--- src/rtl/trim_port_pkg.sv ---
package trim_port_pkg;

    typedef enum logic {
        ST_WAIT_LOAD = 1'b0,
        ST_READY     = 1'b1
    } trim_state_e;

    typedef enum logic {
        REG_INDEX = 1'b0,
        REG_VALUE = 1'b1
    } trim_reg_e;

endpackage

--- src/rtl/trim_index_reg.sv ---
module trim_index_reg #(
    parameter int IDX_W  = 5,
    parameter int DATA_W = 8
) (
    input  logic              clk,
    input  logic              rst_n,
    input  logic              wr_en,
    input  logic [DATA_W-1:0] wdata,
    output logic [IDX_W-1:0]  idx
);

    always_ff @(posedge clk or negedge rst_n) begin
        if (!rst_n) begin
            idx <= '0;
        end else if (wr_en) begin
            idx <= wdata[IDX_W-1:0];
        end
    end

endmodule

--- src/rtl/trim_bank.sv ---
module trim_bank #(
    parameter int NUM    = 32,
    parameter int DATA_W = 8,
    parameter int IDX_W  = 5
) (
    input  logic                  clk,
    input  logic                  rst_n,
    input  logic                  load_en,
    input  logic [NUM*DATA_W-1:0] nv_image,
    input  logic                  wr_en,
    input  logic [IDX_W-1:0]      wr_idx,
    input  logic [DATA_W-1:0]     wdata,
    output logic [NUM*DATA_W-1:0] bank_flat
);

    genvar g;
    generate
        for (g = 0; g < NUM; g++) begin : g_entry
            logic [DATA_W-1:0] entry_q;
            always_ff @(posedge clk or negedge rst_n) begin
                if (!rst_n) begin
                    entry_q <= '0;
                end else if (load_en) begin
                    entry_q <= nv_image[g*DATA_W +: DATA_W];
                end else if (wr_en && (wr_idx == IDX_W'(g))) begin
                    entry_q <= wdata;
                end
            end
            assign bank_flat[g*DATA_W +: DATA_W] = entry_q;
        end
    endgenerate

endmodule

--- src/rtl/trim_ctrl.sv ---
module trim_ctrl
    import trim_port_pkg::*;
(
    input  logic        clk,
    input  logic        rst_n,
    input  logic        load_req,
    input  logic        bus_en,
    input  logic        bus_wr,
    input  logic        bus_reg,
    output logic        idx_we,
    output logic        val_we,
    output logic        load_en,
    output trim_state_e state
);

    trim_state_e state_nx;
    logic        wr_strobe;

    assign wr_strobe = bus_en && bus_wr;

    always_ff @(posedge clk or negedge rst_n) begin
        if (!rst_n) begin
            state <= ST_WAIT_LOAD;
        end else begin
            state <= state_nx;
        end
    end

    always_comb begin
        state_nx = state;
        idx_we   = wr_strobe && (trim_reg_e'(bus_reg) == REG_INDEX);
        val_we   = 1'b0;
        load_en  = load_req;
        unique case (state)
            ST_WAIT_LOAD: begin
                if (load_req) begin
                    state_nx = ST_READY;
                end
            end
            ST_READY: begin
                state_nx = ST_READY;
                val_we   = wr_strobe && (trim_reg_e'(bus_reg) == REG_VALUE) && !load_req;
            end
            default: state_nx = ST_WAIT_LOAD;
        endcase
    end

endmodule

--- src/rtl/trim_port.sv ---
module trim_port #(
    parameter int NUM       = 32,
    parameter int DATA_W    = 8,
    parameter int INFO_AW   = 6,
    parameter int INFO_BASE = 32
) (
    input  logic                  clk,
    input  logic                  rst_n,
    input  logic                  load_req,
    input  logic [NUM*DATA_W-1:0] nv_image,
    input  logic                  bus_en,
    input  logic                  bus_wr,
    input  logic                  bus_reg,
    input  logic [DATA_W-1:0]     bus_wdata,
    output logic [DATA_W-1:0]     bus_rdata,
    output logic [INFO_AW-1:0]    info_addr,
    output logic [NUM*DATA_W-1:0] trim_flat
);
    import trim_port_pkg::*;

    localparam int IDX_W = $clog2(NUM);

    logic                 idx_we;
    logic                 val_we;
    logic                 load_en;
    trim_state_e          state;
    logic [IDX_W-1:0]     idx_q;
    logic [DATA_W-1:0]    bank_arr [NUM];

    trim_ctrl u_ctrl (
        .clk      (clk),
        .rst_n    (rst_n),
        .load_req (load_req),
        .bus_en   (bus_en),
        .bus_wr   (bus_wr),
        .bus_reg  (bus_reg),
        .idx_we   (idx_we),
        .val_we   (val_we),
        .load_en  (load_en),
        .state    (state)
    );

    trim_index_reg #(.IDX_W(IDX_W), .DATA_W(DATA_W)) u_index (
        .clk   (clk),
        .rst_n (rst_n),
        .wr_en (idx_we),
        .wdata (bus_wdata),
        .idx   (idx_q)
    );

    trim_bank #(.NUM(NUM), .DATA_W(DATA_W), .IDX_W(IDX_W)) u_bank (
        .clk       (clk),
        .rst_n     (rst_n),
        .load_en   (load_en),
        .nv_image  (nv_image),
        .wr_en     (val_we),
        .wr_idx    (idx_q),
        .wdata     (bus_wdata),
        .bank_flat (trim_flat)
    );

    genvar g;
    generate
        for (g = 0; g < NUM; g++) begin : g_view
            assign bank_arr[g] = trim_flat[g*DATA_W +: DATA_W];
        end
    endgenerate

    always_comb begin
        if (trim_reg_e'(bus_reg) == REG_VALUE) begin
            bus_rdata = bank_arr[idx_q];
        end else begin
            bus_rdata = {{(DATA_W-IDX_W){1'b0}}, idx_q};
        end
    end

    assign info_addr = INFO_AW'(INFO_BASE) + INFO_AW'(idx_q);

endmodule

--- config.mk ---
export PLATFORM = sky130hd
export DESIGN_NAME = trim_port
export DESIGN_NICKNAME = d
export VERILOG_FILES = /design/src/rtl/trim_port_pkg.sv /design/src/rtl/trim_index_reg.sv /design/src/rtl/trim_bank.sv /design/src/rtl/trim_ctrl.sv /design/src/rtl/trim_port.sv
export SDC_FILE = /design/constraint.sdc
export NUM_CORES = 1
export LEC_CHECK = 0
export BUFFER_PORTS_ARGS = -buffer_cell sky130_fd_sc_hd__clkbuf_2
export CELL_PAD_IN_SITES_DETAIL_PLACEMENT = 1
export CELL_PAD_IN_SITES_GLOBAL_PLACEMENT = 1
export CORE_MARGIN = 2
export CORE_UTILIZATION = 34
export CTS_BUF_LIST = sky130_fd_sc_hd__clkbuf_16
export CTS_CLUSTER_SIZE = 24
export DETAILED_ROUTE_END_ITERATION = 10
export PLACE_DENSITY = 0.83
export SKIP_LAST_GASP = 1
export SLEW_MARGIN = 10
export SYNTH_ARGS = -nofsm -noshare
export SYNTH_HDL_FRONTEND = slang
export SYNTH_HIERARCHICAL = 1
export SYNTH_SLANG_ARGS = --single-unit
export TNS_END_PERCENT = 20
--- constraint.sdc ---
create_clock -name clk -period 1.9 [get_ports clk]
set_input_delay 0.19 -clock clk [delete_from_list [all_inputs] [get_ports clk]]
set_output_delay 0.19 -clock clk [all_outputs]
set_load 0.05 [all_outputs]
---- After elaboration in Yosys (flattened, before gate mapping) ----
Index checks and enable logic that the tools add are counted.
storage, ports and cells
  input bits .............................. 270
  flip-flop bits (word level) ............. 262
  output and inout port bits .............. 270
  logic and storage cells ................. 211
cells by class
  add/subtract/negate cells ............... 1
  order comparisons ....................... 1
  reductions and logical operators ........ 70
  eq/ne operators ......................... 31
  bitwise gates (word level) .............. 3
  mux-type cells .......................... 71
operators by type and width
  cell                                                                    count
  8-bit 2-to-1 mux                                                        67
  5-bit equality test (second input constant)                             16
  2-bit nonzero test                                                      32
  8-bit binary-select mux with 5-bit select                               1
  5-bit by 4-bit equality test with 1-bit output (second input constant)  8
  1-bit logical AND                                                       36
  5-bit by 3-bit equality test with 1-bit output (second input constant)  4
  5-bit by 2-bit equality test with 1-bit output (second input constant)  2
  6-bit by 5-bit adder with 6-bit output (first input constant)           1
  6-bit >= comparator (second input constant)                             1
  5-bit inverter with 6-bit output                                        1
  5-bit by 1-bit equality test with 1-bit output (second input constant)  1
  5-bit zero test                                                         1
  1-bit 2-to-1 mux                                                        2
  1-bit inverter                                                          2
  1-bit case mux with 2 select lines                                      1
  1-bit zero test                                                         1

---- Logic depth before layout (Yosys ltp) ----
  depth in word-level cells ............... 7
  mapped depth ............................ 9
  mapped depth without buffers ............ 5

---- Cells and area by module ----
Netlist, hierarchy kept.
by module, submodules not included
  module          seq. area each (um^2)  instances  area an instance (um^2)  cells an instance
  trim_bank       6406.1                 1          13230.2                  1507
  trim_port       0.0                    1          2223.4                   193
  trim_index_reg  125.1                  1          181.4                    10
  trim_ctrl       25.0                   1          60.1                     7

---- Worst setup path before layout ----
OpenSTA, ideal clock, no wires.
  path type ............................... reg-to-output
  from .................................... register u_index.idx[1]
  to ...................................... output bus_rdata[7]
  data required time ...................... 1.710 ns
  cell stages (with the launch flop) ...... 6
  buffers on the path ..................... 3
  arrival ................................. 2.988 ns
  path slack .............................. -1.278 ns
  cell sequence ........................... dfrtp_1 -> buf_2 -> clkbuf_1 -> clkbuf_1 -> o221ai_1 -> a211oi_1
between the ends
  longest elaborated chain between the ends .. 5
RTL lines
  item                                                    line                  text
  from (decl)                                             trim_index_reg.sv:9   output logic [IDX_W-1:0] idx
  from (signal assigned)                                  trim_index_reg.sv:16  idx <= wdata[IDX_W-1:0];
  5-bit inverter with 6-bit output (not written as such)  trim_port.sv:71       bus_rdata = bank_arr[idx_q];
  8-bit binary-select mux with 5-bit select               trim_port.sv:71
  8-bit 2-to-1 mux (not written as such) (2 in a row)     trim_port.sv:71
  8-bit 2-to-1 mux                                        trim_port.sv:70       if (trim_reg_e'(bus_reg) == REG_VALUE) begin
  to (decl)                                               trim_port.sv:15       output logic [DATA_W-1:0] bus_rdata,
Every way passes these cells. The select of a mux whose other input is x is not followed.

---- Final worst setup path ----
  from .................................... register u_index.idx[0]
  to ...................................... output bus_rdata[3]
The elaborated chain is that of the path after synthesis.

==> impl_metrics.yaml <==
layout:
  syn_to_final_growth_pct: 65.8
  drive_gt1_share_pct: 40.7
  ff_latch_area_um2: 6570
  multi_input_area_um2: 8760
  finalInstanceArea_um2: 26000
  nets: 2966
  fill_cells: 5219
hold_path:
  hold_path_class: "input port to flop"
  hold_end: "u_index/idx[3]"
  worstHoldPathCells: 2
  hold_start: "bus_wdata[3]"
sta:
  finalCriticalPeriod_ps: 3020
  min_period_over_period_pct: 159
  hold_viol: 0
  maxSlewHeadroom_pct: 42.5
  timing.final.ws_setup_ps: -1120
  fmax_mhz: 331
  drv_slew: 0
  tightestPinTransition_ps: 862
  rsz0062_at_grt: "yes"
  finalSetupViolations: 230
  hold_ws_ps: 30.6
  skew_ps: 24.6
floorplanning:
  rows: 78
  dieArea_um2: 47900
  dieWidth_um: 219
  coreArea_um2: 45500
  fp.dieH_um: 219
  start_util_pct: 34.5
  num_io_pins: 540
place:
  hpwlAfterDp_um: 65700
  post-place-ws_ps: -615
  place_area_um2: 21000
  port_buffers: 538
  place_congestion: 0.985
run_status:
  status: "finished with violations"
  violations: "setup timing"
yosys:
  ys_ff_latch: 262
  syn_area_um2: 15700
  yosysWarnings: 6
  synthCells: 1717
  avgSynthCellArea_um2: 9.14
  async_flop_share_pct: 100
  synth_ff_type: "dfrtp_1"
  yosys.cell_types.count: 56
  synth.top_cell.area_share_pct: 41.8
  synth_edf_count: 0
  yosysTopAreaCell: "dfrtp_1"
  synth_area_leaders: "dfrtp_1 42%, a21oi_1 16%, nor2b_1 10%, o21ai_0 8.0%, mux4_2 6.7%"
  ys_seq_area_share_pct: 41.8
  synth_nets: 1987
route:
  first_pass_iters: 8
  vias_per_cell: 6.33
  routed_wl_um: 112000
  drtAntennaViolNets: 0
  drc: 0
  first_iter_violations: 2477
  num_vias: 21101
  wl_per_cell_um: 33.7
power:
  ir_drop_v: 0.000804
  p_per_area_nw_per_um2: 874
  p_leak_nw: 11.4
global_routing:
  antenna_found_initial: 24
  grt_pass1_vias: 21549
  grt_pass1_wl_um: 146000
  grt_max_degree: 202
  grt_usage_pct: 41.6
  gr-total-overflow: 0
critical_path:
  r2r_end: "u_bank/g_entry[13].entry_q[5]"
  r2r_slack_ps: -630
  criticalPathCategory: "flop to primary output"
  path_max_fanout: 7
  cp.required_ps: 1710
  reg2reg_depth: 12
  worstSetupStartpointType: "flop"
  r2r_start: "u_index/idx[0]"
  end_kind: "primary output"
  critPathArrivalTime_ps: 2830
clock_tree:
  cts_tree: "yes"
  cts.clk_slew.worst_paths_ps: 60
  clock_path_buffers: 3
  root_buffer: "clkbuf_16"
  clk_latency_ps: 600
  htree_levels: 1
  cts.sinks: 262
  cts-buffers-inserted: 31
run:
  cap_violations: 0
## layer usage
metal,global-route usage (%),up-vias,part of all wire [%]
met5,0,-,0.24
met4,29.7,22,9.6
met3,9.47,740,12
met2,68.1,1883,45
met1,48.1,10305,34
li1,-,8151,-
## cell usage in the layout, fill, tap and decap left out, drive strengths merged, types with 3 or more instances in the layout
cell type / n
nand4bb: 3
buf: 346
nor2: 5
dlygate4sd3: 259
inv: 11
and3: 8
nor2b: 262
a22oi: 5
clkinv: 11
nand3: 9
o22ai: 3
nand4b: 4
a21oi: 516
and4bb: 3
o221ai: 7
nor3b: 8
a31o: 3
and4b: 3
diode: 17
mux4: 55
and3b: 16
clkinvlp: 3
mux2: 7
clkbuf: 572
o21ai: 256
mux2i: 23
dfrtp: 262
nand2b: 6
nand4: 5
nand2: 17
## flip-flops by register name, summed over array words and instances, names as in the netlist
register,cells
u_ctrl/state,1
u_bank/g_entry.entry_q,256
u_index/idx,5
## cells in the mapped netlist (all sizes together) (2+ instances only)
cell       n
a21oi    516
dfrtp    262
nor2b    262
o21ai    256
clkbuf   113
buf       88
mux4      55
mux2i     23
nand2     17
and3b     16
nand3      9
and3       8
nor3b      8
mux2       7
o221ai     7
nand2b     6
a22oi      5
nand4      5
nor2       5
nand4b     4
a31o       3
and4b      3
and4bb     3
nand4bb    3
o22ai      3
a211o      2
a311oi     2
a31oi      2
inv        2
nand3b     2
o2111ai    2
or2        2
## logic make-up after synthesis
family          Yosys count  share of synthesized area [%]
other cells               1                         0.0239
buf+inv                 204                           6.74
simple gates            360                           15.1
mux                      85                           10.1
compound gates          805                           26.3
flops                   262                           41.8
## power breakdown
part	leakage [nW]	switching [mW]	internal, mW	total, mW
combinational	8.02	6.48	3.83	10.3
clock	0.451	2.65	2.91	5.56
sequential	2.92	0.764	6.10	6.86
total	11.4	9.89	12.8	22.7
## what timing repair did
item | 4_1_cts | 5_1_grt
hold buffers | 259 | 0
endpoints found under the hold margin | 493 | 0
setup buffers | 10 | 33
pin swaps | 15 | 54
endpoints found under the setup margin | 78 | 241
cloned | 2 | 15
resized for setup | 39 | 178
## area by class of cell
cell class                 count  share of cell area, %
clock inverter                22                  0.370
tap                          600                   2.88
timing repair buffer        1147                   34.7
inverter                       3                 0.0433
multi-input combinational   1251                   33.7
antenna                       17                  0.163
sequential                   262                   25.2
clock buffer                  31                   2.98
## worst max path at each step
stage                         startpoint      endpoint  slack [ps]  depth (start not counted)
final                     u_index/idx[0]  bus_rdata[3]       -1120                          6
after global routing      u_index/idx[0]  bus_rdata[3]       -1140                          6
after CTS                 u_index/idx[0]  bus_rdata[3]       -1040                          6
after detailed placement  u_index/idx[0]  bus_rdata[4]        -620                          7
after global placement    u_index/idx[0]  bus_rdata[4]        -570                          7
after floorplan           u_index/idx[0]  bus_rdata[3]        -400                          5
## worst max-delay path: stages (launching register included)
cell and delay, ps:
dfrtp_4 470, buf_8 170, buf_12 160, mux4_2 520
mux4_2 540, o32a_4 230, buf_12 150
## per-stage QoR
stage / TNS (ps) / power (mW) / utilization (%) / std cells
finish: -41840 / 22.7 / 57.2 / 3333
global route: -53810 / 23.1 / 57.2 / 3329
CTS: -17890 / 21.3 / 54.5 / 3270
detailed placement: -14300 / 15.2 / 46.1 / 2946
global placement: -6350 / 15.0 / 46.1 / 2946
floorplan: -2600 / 11.4 / - / 1717
Note: power is estimated with default switching activity, not from simulation.
